### config.mk
export PLATFORM = sky130hd
export DESIGN_NAME = dma_unit_sequencer
export DESIGN_NICKNAME = d
export VERILOG_FILES = /design/src/rtl/dmaseq_pkg.sv /design/src/rtl/dmaseq_cfg_check.sv /design/src/rtl/dmaseq_counter.sv /design/src/rtl/dmaseq_irq.sv /design/src/rtl/dma_unit_sequencer.sv
export SDC_FILE = /design/constraint.sdc
export NUM_CORES = 1
export LEC_CHECK = 0
export BUFFER_PORTS_ARGS = -buffer_cell sky130_fd_sc_hd__buf_2
export CAP_MARGIN = 20
export CORE_ASPECT_RATIO = 0.7
export CORE_MARGIN = 3
export CORE_UTILIZATION = 35
export CTS_CLUSTER_DIAMETER = 200
export DETAILED_ROUTE_END_ITERATION = 8
export PLACE_DENSITY = 0.53
export SLEW_MARGIN = 10
export SYNTH_ARGS = -nofsm -noshare
export SYNTH_HDL_FRONTEND = slang
export SYNTH_HIERARCHICAL = 1
export SYNTH_SLANG_ARGS = --single-unit
### constraint.sdc
create_clock -name clk -period 5.3 [get_ports clk]
set_input_delay 0.53 -clock clk [delete_from_list [all_inputs] [get_ports clk]]
set_output_delay 0.53 -clock clk [all_outputs]
set_load 0.05 [all_outputs]
### src/rtl/dmaseq_pkg.sv
package dmaseq_pkg;

  typedef enum logic [1:0] {
    RQ_FRAG  = 2'd0,
    RQ_BLOCK = 2'd1,
    RQ_XFER  = 2'd2,
    RQ_LIST  = 2'd3
  } req_mode_e;

  typedef enum logic [1:0] {
    ST_IDLE = 2'd0,
    ST_WAIT = 2'd1,
    ST_RUN  = 2'd2
  } seq_state_e;

  // Bit order of the event vector: {list, xfer, block, frag}
  localparam int EV_N = 4;

  function automatic logic [EV_N-1:0] irq_event_mask(input logic [3:0] code);
    logic [EV_N-1:0] m;
    case (code)
      4'd1:    m = 4'b0001;
      4'd2:    m = 4'b0010;
      4'd3:    m = 4'b0011;
      4'd4:    m = 4'b0100;
      4'd5:    m = 4'b0101;
      4'd6:    m = 4'b0110;
      4'd7:    m = 4'b1000;
      default: m = 4'b0000;
    endcase
    return m;
  endfunction

endpackage

### src/rtl/dmaseq_cfg_check.sv
module dmaseq_cfg_check #(
  parameter int LEN_W  = 16,
  parameter int LIST_W = 8
) (
  input  logic [1:0]        mode_i,
  input  logic [LEN_W-1:0]  frag_len_i,
  input  logic [LEN_W-1:0]  blk_len_i,
  input  logic [LEN_W-1:0]  xfer_len_i,
  input  logic [LIST_W-1:0] list_cnt_i,
  output logic              ok_o
);
  import dmaseq_pkg::*;

  logic [LEN_W-1:0] frag_div, blk_div;
  logic             any_zero, blk_misfit, xfer_misfit, list_bad;

  always_comb begin
    frag_div    = (frag_len_i == '0) ? LEN_W'(1) : frag_len_i;
    blk_div     = (blk_len_i  == '0) ? LEN_W'(1) : blk_len_i;
    any_zero    = (frag_len_i == '0) || (blk_len_i == '0) || (xfer_len_i == '0);
    blk_misfit  = (blk_len_i  % frag_div) != '0;
    xfer_misfit = (xfer_len_i % blk_div)  != '0;
    list_bad    = (req_mode_e'(mode_i) == RQ_LIST) && (list_cnt_i == '0);
    ok_o        = !(any_zero || blk_misfit || xfer_misfit || list_bad);
  end

endmodule

### src/rtl/dmaseq_counter.sv
module dmaseq_counter #(
  parameter int W = 16
) (
  input  logic         clk,
  input  logic         rst_n,
  input  logic         clr_i,
  input  logic         inc_i,
  input  logic [W-1:0] limit_i,
  output logic         last_o
);
  logic [W-1:0] cnt_q;

  assign last_o = inc_i && (cnt_q == limit_i - W'(1));

  always_ff @(posedge clk or negedge rst_n) begin
    if (!rst_n)      cnt_q <= '0;
    else if (clr_i)  cnt_q <= '0;
    else if (inc_i)  cnt_q <= last_o ? '0 : cnt_q + W'(1);
  end

  // the position inside a unit never reaches the unit length
  assert_count_in_range_R6: assert property (@(posedge clk) disable iff (!rst_n)
    (limit_i != '0) |-> (cnt_q < limit_i));

endmodule

### src/rtl/dmaseq_irq.sv
module dmaseq_irq (
  input  logic       clk,
  input  logic       rst_n,
  input  logic [3:0] type_i,
  input  logic [3:0] ev_i,
  input  logic       cfgerr_i,
  input  logic       clr_i,
  output logic       irq_o
);
  import dmaseq_pkg::*;

  logic irq_q, hit;

  assign hit   = cfgerr_i || ((irq_event_mask(type_i) & ev_i) != '0);
  assign irq_o = irq_q;

  always_ff @(posedge clk or negedge rst_n) begin
    if (!rst_n)     irq_q <= 1'b0;
    else if (hit)   irq_q <= 1'b1;
    else if (clr_i) irq_q <= 1'b0;
  end

  assert_irq_sticky_R9: assert property (@(posedge clk) disable iff (!rst_n)
    (irq_q && !clr_i) |=> irq_q);
  assert_irq_clear_R9: assert property (@(posedge clk) disable iff (!rst_n)
    (clr_i && !cfgerr_i && ev_i == '0) |=> !irq_q);
  assert_cfgerr_sets_R2: assert property (@(posedge clk) disable iff (!rst_n)
    cfgerr_i |=> irq_q);

endmodule

### src/rtl/dma_unit_sequencer.sv
module dma_unit_sequencer #(
  parameter int LEN_W  = 16,
  parameter int LIST_W = 8
) (
  input  logic              clk,
  input  logic              rst_n,
  input  logic              start_i,
  input  logic [1:0]        req_mode_i,
  input  logic [3:0]        irq_type_i,
  input  logic [LEN_W-1:0]  frag_len_i,
  input  logic [LEN_W-1:0]  blk_len_i,
  input  logic [LEN_W-1:0]  xfer_len_i,
  input  logic [LIST_W-1:0] list_cnt_i,
  input  logic              per_req_i,
  output logic              beat_req_o,
  input  logic              beat_ack_i,
  output logic              frag_done_o,
  output logic              blk_done_o,
  output logic              xfer_done_o,
  output logic              list_done_o,
  output logic              busy_o,
  output logic              irq_o,
  input  logic              irq_clr_i
);
  import dmaseq_pkg::*;

  localparam int LVL_N = 3; // beat-counted levels: fragment, block, transaction

  seq_state_e       state_q, state_d;
  req_mode_e        mode_q;
  logic [3:0]       type_q;
  logic [LEN_W-1:0] lim [LVL_N];
  logic [LIST_W-1:0] list_q;
  logic [LVL_N-1:0] lvl_last;
  logic             list_last;

  logic cfg_ok, start_ok, cfg_bad, beat, unit_end, chan_end;
  logic [EV_N-1:0] ev, ev_q;

  dmaseq_cfg_check #(.LEN_W(LEN_W), .LIST_W(LIST_W)) u_check (
    .mode_i     (req_mode_i),
    .frag_len_i (frag_len_i),
    .blk_len_i  (blk_len_i),
    .xfer_len_i (xfer_len_i),
    .list_cnt_i (list_cnt_i),
    .ok_o       (cfg_ok)
  );

  assign start_ok = start_i && (state_q == ST_IDLE) && cfg_ok;
  assign cfg_bad  = start_i && (state_q == ST_IDLE) && !cfg_ok;
  assign beat     = (state_q == ST_RUN) && beat_ack_i;

  genvar g;
  generate
    for (g = 0; g < LVL_N; g++) begin : g_lvl
      dmaseq_counter #(.W(LEN_W)) u_cnt (
        .clk     (clk),
        .rst_n   (rst_n),
        .clr_i   (start_ok),
        .inc_i   (beat),
        .limit_i (lim[g]),
        .last_o  (lvl_last[g])
      );
    end
  endgenerate

  dmaseq_counter #(.W(LIST_W)) u_list_cnt (
    .clk     (clk),
    .rst_n   (rst_n),
    .clr_i   (start_ok),
    .inc_i   (lvl_last[2]),
    .limit_i (list_q),
    .last_o  (list_last)
  );

  always_comb begin
    ev[0] = lvl_last[0];
    ev[1] = lvl_last[1];
    ev[2] = lvl_last[2];
    ev[3] = list_last && (mode_q == RQ_LIST);
    case (mode_q)
      RQ_FRAG:  unit_end = ev[0];
      RQ_BLOCK: unit_end = ev[1];
      RQ_XFER:  unit_end = ev[2];
      default:  unit_end = ev[3];
    endcase
    chan_end = (mode_q == RQ_LIST) ? ev[3] : ev[2];
  end

  always_comb begin
    state_d = state_q;
    case (state_q)
      ST_IDLE: if (start_ok) state_d = ST_WAIT;
      ST_WAIT: if (per_req_i) state_d = ST_RUN;
      ST_RUN: begin
        if (beat) begin
          if (chan_end)      state_d = ST_IDLE;
          else if (unit_end) state_d = ST_WAIT;
        end
      end
      default: state_d = ST_IDLE;
    endcase
  end

  always_ff @(posedge clk or negedge rst_n) begin
    if (!rst_n) begin
      state_q <= ST_IDLE;
      mode_q  <= RQ_FRAG;
      type_q  <= '0;
      lim[0]  <= '0;
      lim[1]  <= '0;
      lim[2]  <= '0;
      list_q  <= '0;
      ev_q    <= '0;
    end else begin
      state_q <= state_d;
      ev_q    <= ev;
      if (start_ok) begin
        mode_q <= req_mode_e'(req_mode_i);
        type_q <= irq_type_i;
        lim[0] <= frag_len_i;
        lim[1] <= blk_len_i;
        lim[2] <= xfer_len_i;
        list_q <= list_cnt_i;
      end
    end
  end

  dmaseq_irq u_irq (
    .clk      (clk),
    .rst_n    (rst_n),
    .type_i   (type_q),
    .ev_i     (ev),
    .cfgerr_i (cfg_bad),
    .clr_i    (irq_clr_i),
    .irq_o    (irq_o)
  );

  assign beat_req_o  = (state_q == ST_RUN);
  assign busy_o      = (state_q != ST_IDLE);
  assign frag_done_o = ev_q[0];
  assign blk_done_o  = ev_q[1];
  assign xfer_done_o = ev_q[2];
  assign list_done_o = ev_q[3];

  assert_blk_has_frag_R6: assert property (@(posedge clk) disable iff (!rst_n)
    blk_done_o |-> frag_done_o);
  assert_xfer_has_blk_R6: assert property (@(posedge clk) disable iff (!rst_n)
    xfer_done_o |-> blk_done_o);
  assert_hold_on_stall_R3: assert property (@(posedge clk) disable iff (!rst_n)
    (beat_req_o && !beat_ack_i) |=> (beat_req_o && !frag_done_o));
  assert_bad_cfg_idle_R2: assert property (@(posedge clk) disable iff (!rst_n)
    (start_i && !busy_o && !cfg_ok) |=> (!busy_o && irq_o));
  assert_frag_unit_waits_R4: assert property (@(posedge clk) disable iff (!rst_n)
    (frag_done_o && mode_q == RQ_FRAG) |-> !beat_req_o);
  assert_list_only_in_list_R7: assert property (@(posedge clk) disable iff (!rst_n)
    (list_done_o) |-> (mode_q == RQ_LIST && !busy_o));

endmodule

==> impl_results.md <==
- Status: finished with violations
- Failing checks: setup timing
- Hold Vio Cnt, Final: 0
- Multiplexer area fraction after synthesis: about 6.5%
- Die Span Y: 231 µm
- I/O Buffers: between 70 and 80
- Worst-path clk slew: 0.06 ns
- Cell Rows: 81
- Pin count of the biggest net entering global routing: 96
- Compound-Gate Fraction of Synth Area: 28.4%
- WP data required: 5.60 ns
- Post-synth ARST share: 100%
- Via density: 5.57
- Worst-path fanout max: 6
- Largest family of logic cells by synthesized area: compound AO/OA/AOI/OAI gates
- Vias in the first global route: 28,600
- Drt pass-1 iters: 5
- #FFs+latches synth: 125
- Critical path's largest stage delay: 0.61 ns
- Netlist Area Pre-Place: 25,200 µm²
- Crit. End Element: flop
- Die area: 75,400 µm²
- Buf+Inv Stages, Crit Path: 25
- Post-route ant nets: 0
- Clock latency on the worst-skew pair: around 0.43 ns
- VDD IR max: 0.000226 V
- Crit start category: input port
- Sink Count: 125
- Final min period: between 20 and 30 ns
- CTS tree: done
- Tcrit/Tclk final: 502%
- CTS H-tree depth: 4
- Inserted Clock Buffers: 17
- Avg Inst Size Synth: 7.71 µm²
- Via Count: 31,100
- Final Wtd Congestion: 0.978
- DIE WIDTH: 327 µm
- CTS Hold Bufs: 0
- Initial DRC Count: 2,718
- Clk_skew: 0.0132 ns
- Post-synth top flop: dfrtp_1
- Global route overflow: 0
- Starting Density: 35.7%
- Layout Utilization: 58.2%
- Critical-path top delay cell: or4b_2
- XOR/XNOR share of the synthesized area: a little over 8%
- Layout cells sized above 1: 47.4%
- Slew headroom: 36.2%
- Global-route wire length before repair: 165 mm
- Post-Layout Inst Area: 41,100 µm²
- Yosys cell types: 126
- Post-synth EDFFs: 0
- R2R cell count: 12
- Slew Viols, Final: 0
- Area growth, synth to finish: 62.9%
- Antenna violations before repair: 4
- Leakage power: around 0.019 µW
- Unrepaired setup endpoints after global routing: yes
- Family with the most delay on the worst path: compound AO/OA/AOI/OAI gates
- Tot GR Track Use: 27.3%
- Fin nets: 4,949
- Dpl hpwl: 84.7 mm
- Placed Cells incl. Taps: approximately 5,300
- Total Wirelength: 110 mm
- Most used cell along the critical path: buf_4
- Crit Path Class: input port to flop
- PD cells: roughly 190 nW/µm²
- YS warnings: 6
- Final setup viols: 120
- Root buffer cell: clkbuf_16
- Drt wl/cell: about 20 µm
- Flop-to-flop setup slack: 1.35 ns
- Synth Area in Adders: 13.4%
- Post-synthesis cell count: roughly 3,300
- Simple-Gate Fraction of Synth Area: around 26%
- Num ports: 75
- Maxcap violations: 0
- Worst EP arrival: around 27 ns
- Type of the worst min-delay path: input port to async pin
- Cell Area, Placed: 35,900 µm²
- Non-filler cells, final: 5,580
- Worst-Margin Slew: about 0.95 ns
- Critical R2R Launch: lim[2]
- Crit Reg-Reg Endpoint: u_irq/irq_o
- Peak Freq: 0.0376 GHz
- Drt drc: 0
- Longest Clk Path Bufs: 2
- Final WS setup: -21.29 ns
- Syn Nets: 3,609
- Post-synthesis sequential area ratio: 12.4%
- Core Area: 70,600 µm²
-- power by group --
part           internal, µW  switching [µW]  total, µW
Sequential              982            51.3       1030
Combinational          2800            2670       5480
Clock                   742             464       1210
Total                  4530            3190       7720
-- cell usage after synthesis (24+ instances only) --
library cell | number | area share, %
or4_1 | 24 | 0.71
nor4_1 | 84 | 2.1
xor2_1 | 91 | 3.2
nand2_1 | 245 | 3.6
o21ai_0 | 191 | 3.8
and2_1 | 31 | 0.77
a31oi_1 | 49 | 1.2
or2_2 | 34 | 0.84
nor2b_1 | 28 | 0.69
o211ai_1 | 42 | 1.2
dfrtp_1 | 125 | 12
nand3_1 | 108 | 2.1
mux2_2 | 37 | 1.7
nand4_1 | 41 | 1.0
inv_1 | 161 | 2.4
a21oi_1 | 222 | 4.4
or3_1 | 30 | 0.74
ha_1 | 267 | 13
and3_1 | 42 | 1.0
xnor2_1 | 141 | 4.9
mux2i_1 | 34 | 1.3
o21a_1 | 55 | 1.6
nor2_1 | 277 | 4.1
a21o_1 | 70 | 2.1
nand2b_1 | 48 | 1.2
a211oi_1 | 41 | 1.2
nor3_1 | 102 | 2.0
o22ai_1 | 25 | 0.62
mux2_4 | 59 | 3.5
clkbuf_1 | 68 | 1.0
-- layer usage --
metal,global-route usage [%],vias up,routed length (µm)
met5,0,-,13
met4,4.68,2,1770
met3,4.85,117,8680
met2,38.2,1065,44100
met1,43.1,14700,55800
li1,-,15100,-
-- worst max-delay path by stage --
stage | from | to | depth (start not counted) | slack, ns
floorplan | frag_len_i[12] | g_lvl[0].u_cnt/cnt_q[13] | 133 | -20.91
global placement | frag_len_i[12] | lim[7] | 123 | -23.51
detailed placement | frag_len_i[12] | lim[13] | 118 | -23.50
CTS | frag_len_i[14] | lim[6] | 126 | -21.10
global route | frag_len_i[10] | u_list_cnt/cnt_q[1] | 134 | -22.30
finish | blk_len_i[7] | lim[6] | 136 | -21.29
-- what timing repair did --
action	4_1_cts	5_1_grt
pin swaps	133	198
resized for setup	239	333
cloned	12	1
hold endpoints to repair	0	0
endpoints found under the setup margin	120	120
setup buffers	122	79
-- logic make-up after synthesis --
logic type | Yosys count
flops | 125
compound gates | 1023
fa+ha+maj | 269
buf+inv | 285
xor+xnor | 232
simple gates | 1208
mux | 130
-- flip-flops by register name, indices dropped and copies added (netlist names) --
register and count:
mode_q 2, g_lvl.u_cnt/cnt_q 48, ev_q 4, type_q 4, u_list_cnt/cnt_q 8, list_q 8, u_irq/irq_o 1, lim 48
state_q 2
-- placed cells by master, fill, tap and decap left out, types with 29 or more instances in the layout --
| cell | netlist | routed |
|---|---|---|
| buf_4 | 8 | 1303 |
| a21oi_2 | 3 | 71 |
| mux2i_1 | 34 | 29 |
| nor2_1 | 277 | 246 |
| nor3_1 | 102 | 84 |
| nand3_1 | 108 | 100 |
| buf_2 | 19 | 71 |
| buf_6 | 4 | 37 |
| inv_1 | 161 | 151 |
| xor2_1 | 91 | 89 |
| xnor2_1 | 141 | 139 |
| o21ai_0 | 191 | 132 |
| a21o_1 | 70 | 68 |
| a21oi_1 | 222 | 144 |
| nand2_1 | 245 | 223 |
| o21a_1 | 55 | 46 |
| ha_1 | 267 | 186 |
| a31oi_1 | 49 | 38 |
| o211ai_1 | 42 | 42 |
| and3_1 | 42 | 37 |
| nor4_1 | 84 | 70 |
| o21ai_1 | 4 | 32 |
| nand2b_1 | 48 | 46 |
| ha_4 | 0 | 70 |
| mux2_4 | 59 | 73 |
| nand4_1 | 41 | 41 |
| dfrtp_1 | 125 | 125 |
-- final cells by class --
class	count	area, µm²
Clock buffer	19	433
Sequential cell	125	3130
Clock inverter	13	166
Antenna cell	1	2.50
Inverter	162	616
Fill cell	6350	29500
Tap cell	954	1190
Multi-Input combinational cell	2863	24300
Timing Repair Buffer	1443	11200
-- stage by stage --
step	hold slack [ns]	total power [µW]	setup WS (ns)	setup TNS, ns
after global placement	0.522	5750	-23.51	-2812.94
after detailed placement	0.526	5770	-23.50	-2811.23
final	0.0834	7720	-21.29	-2542.41
after global routing	0.124	8230	-22.30	-2664.20
after CTS	0.102	7270	-21.10	-2520.76
after floorplan	0.234	3660	-20.91	-2502.55
(Power assumes the default switching activity.)
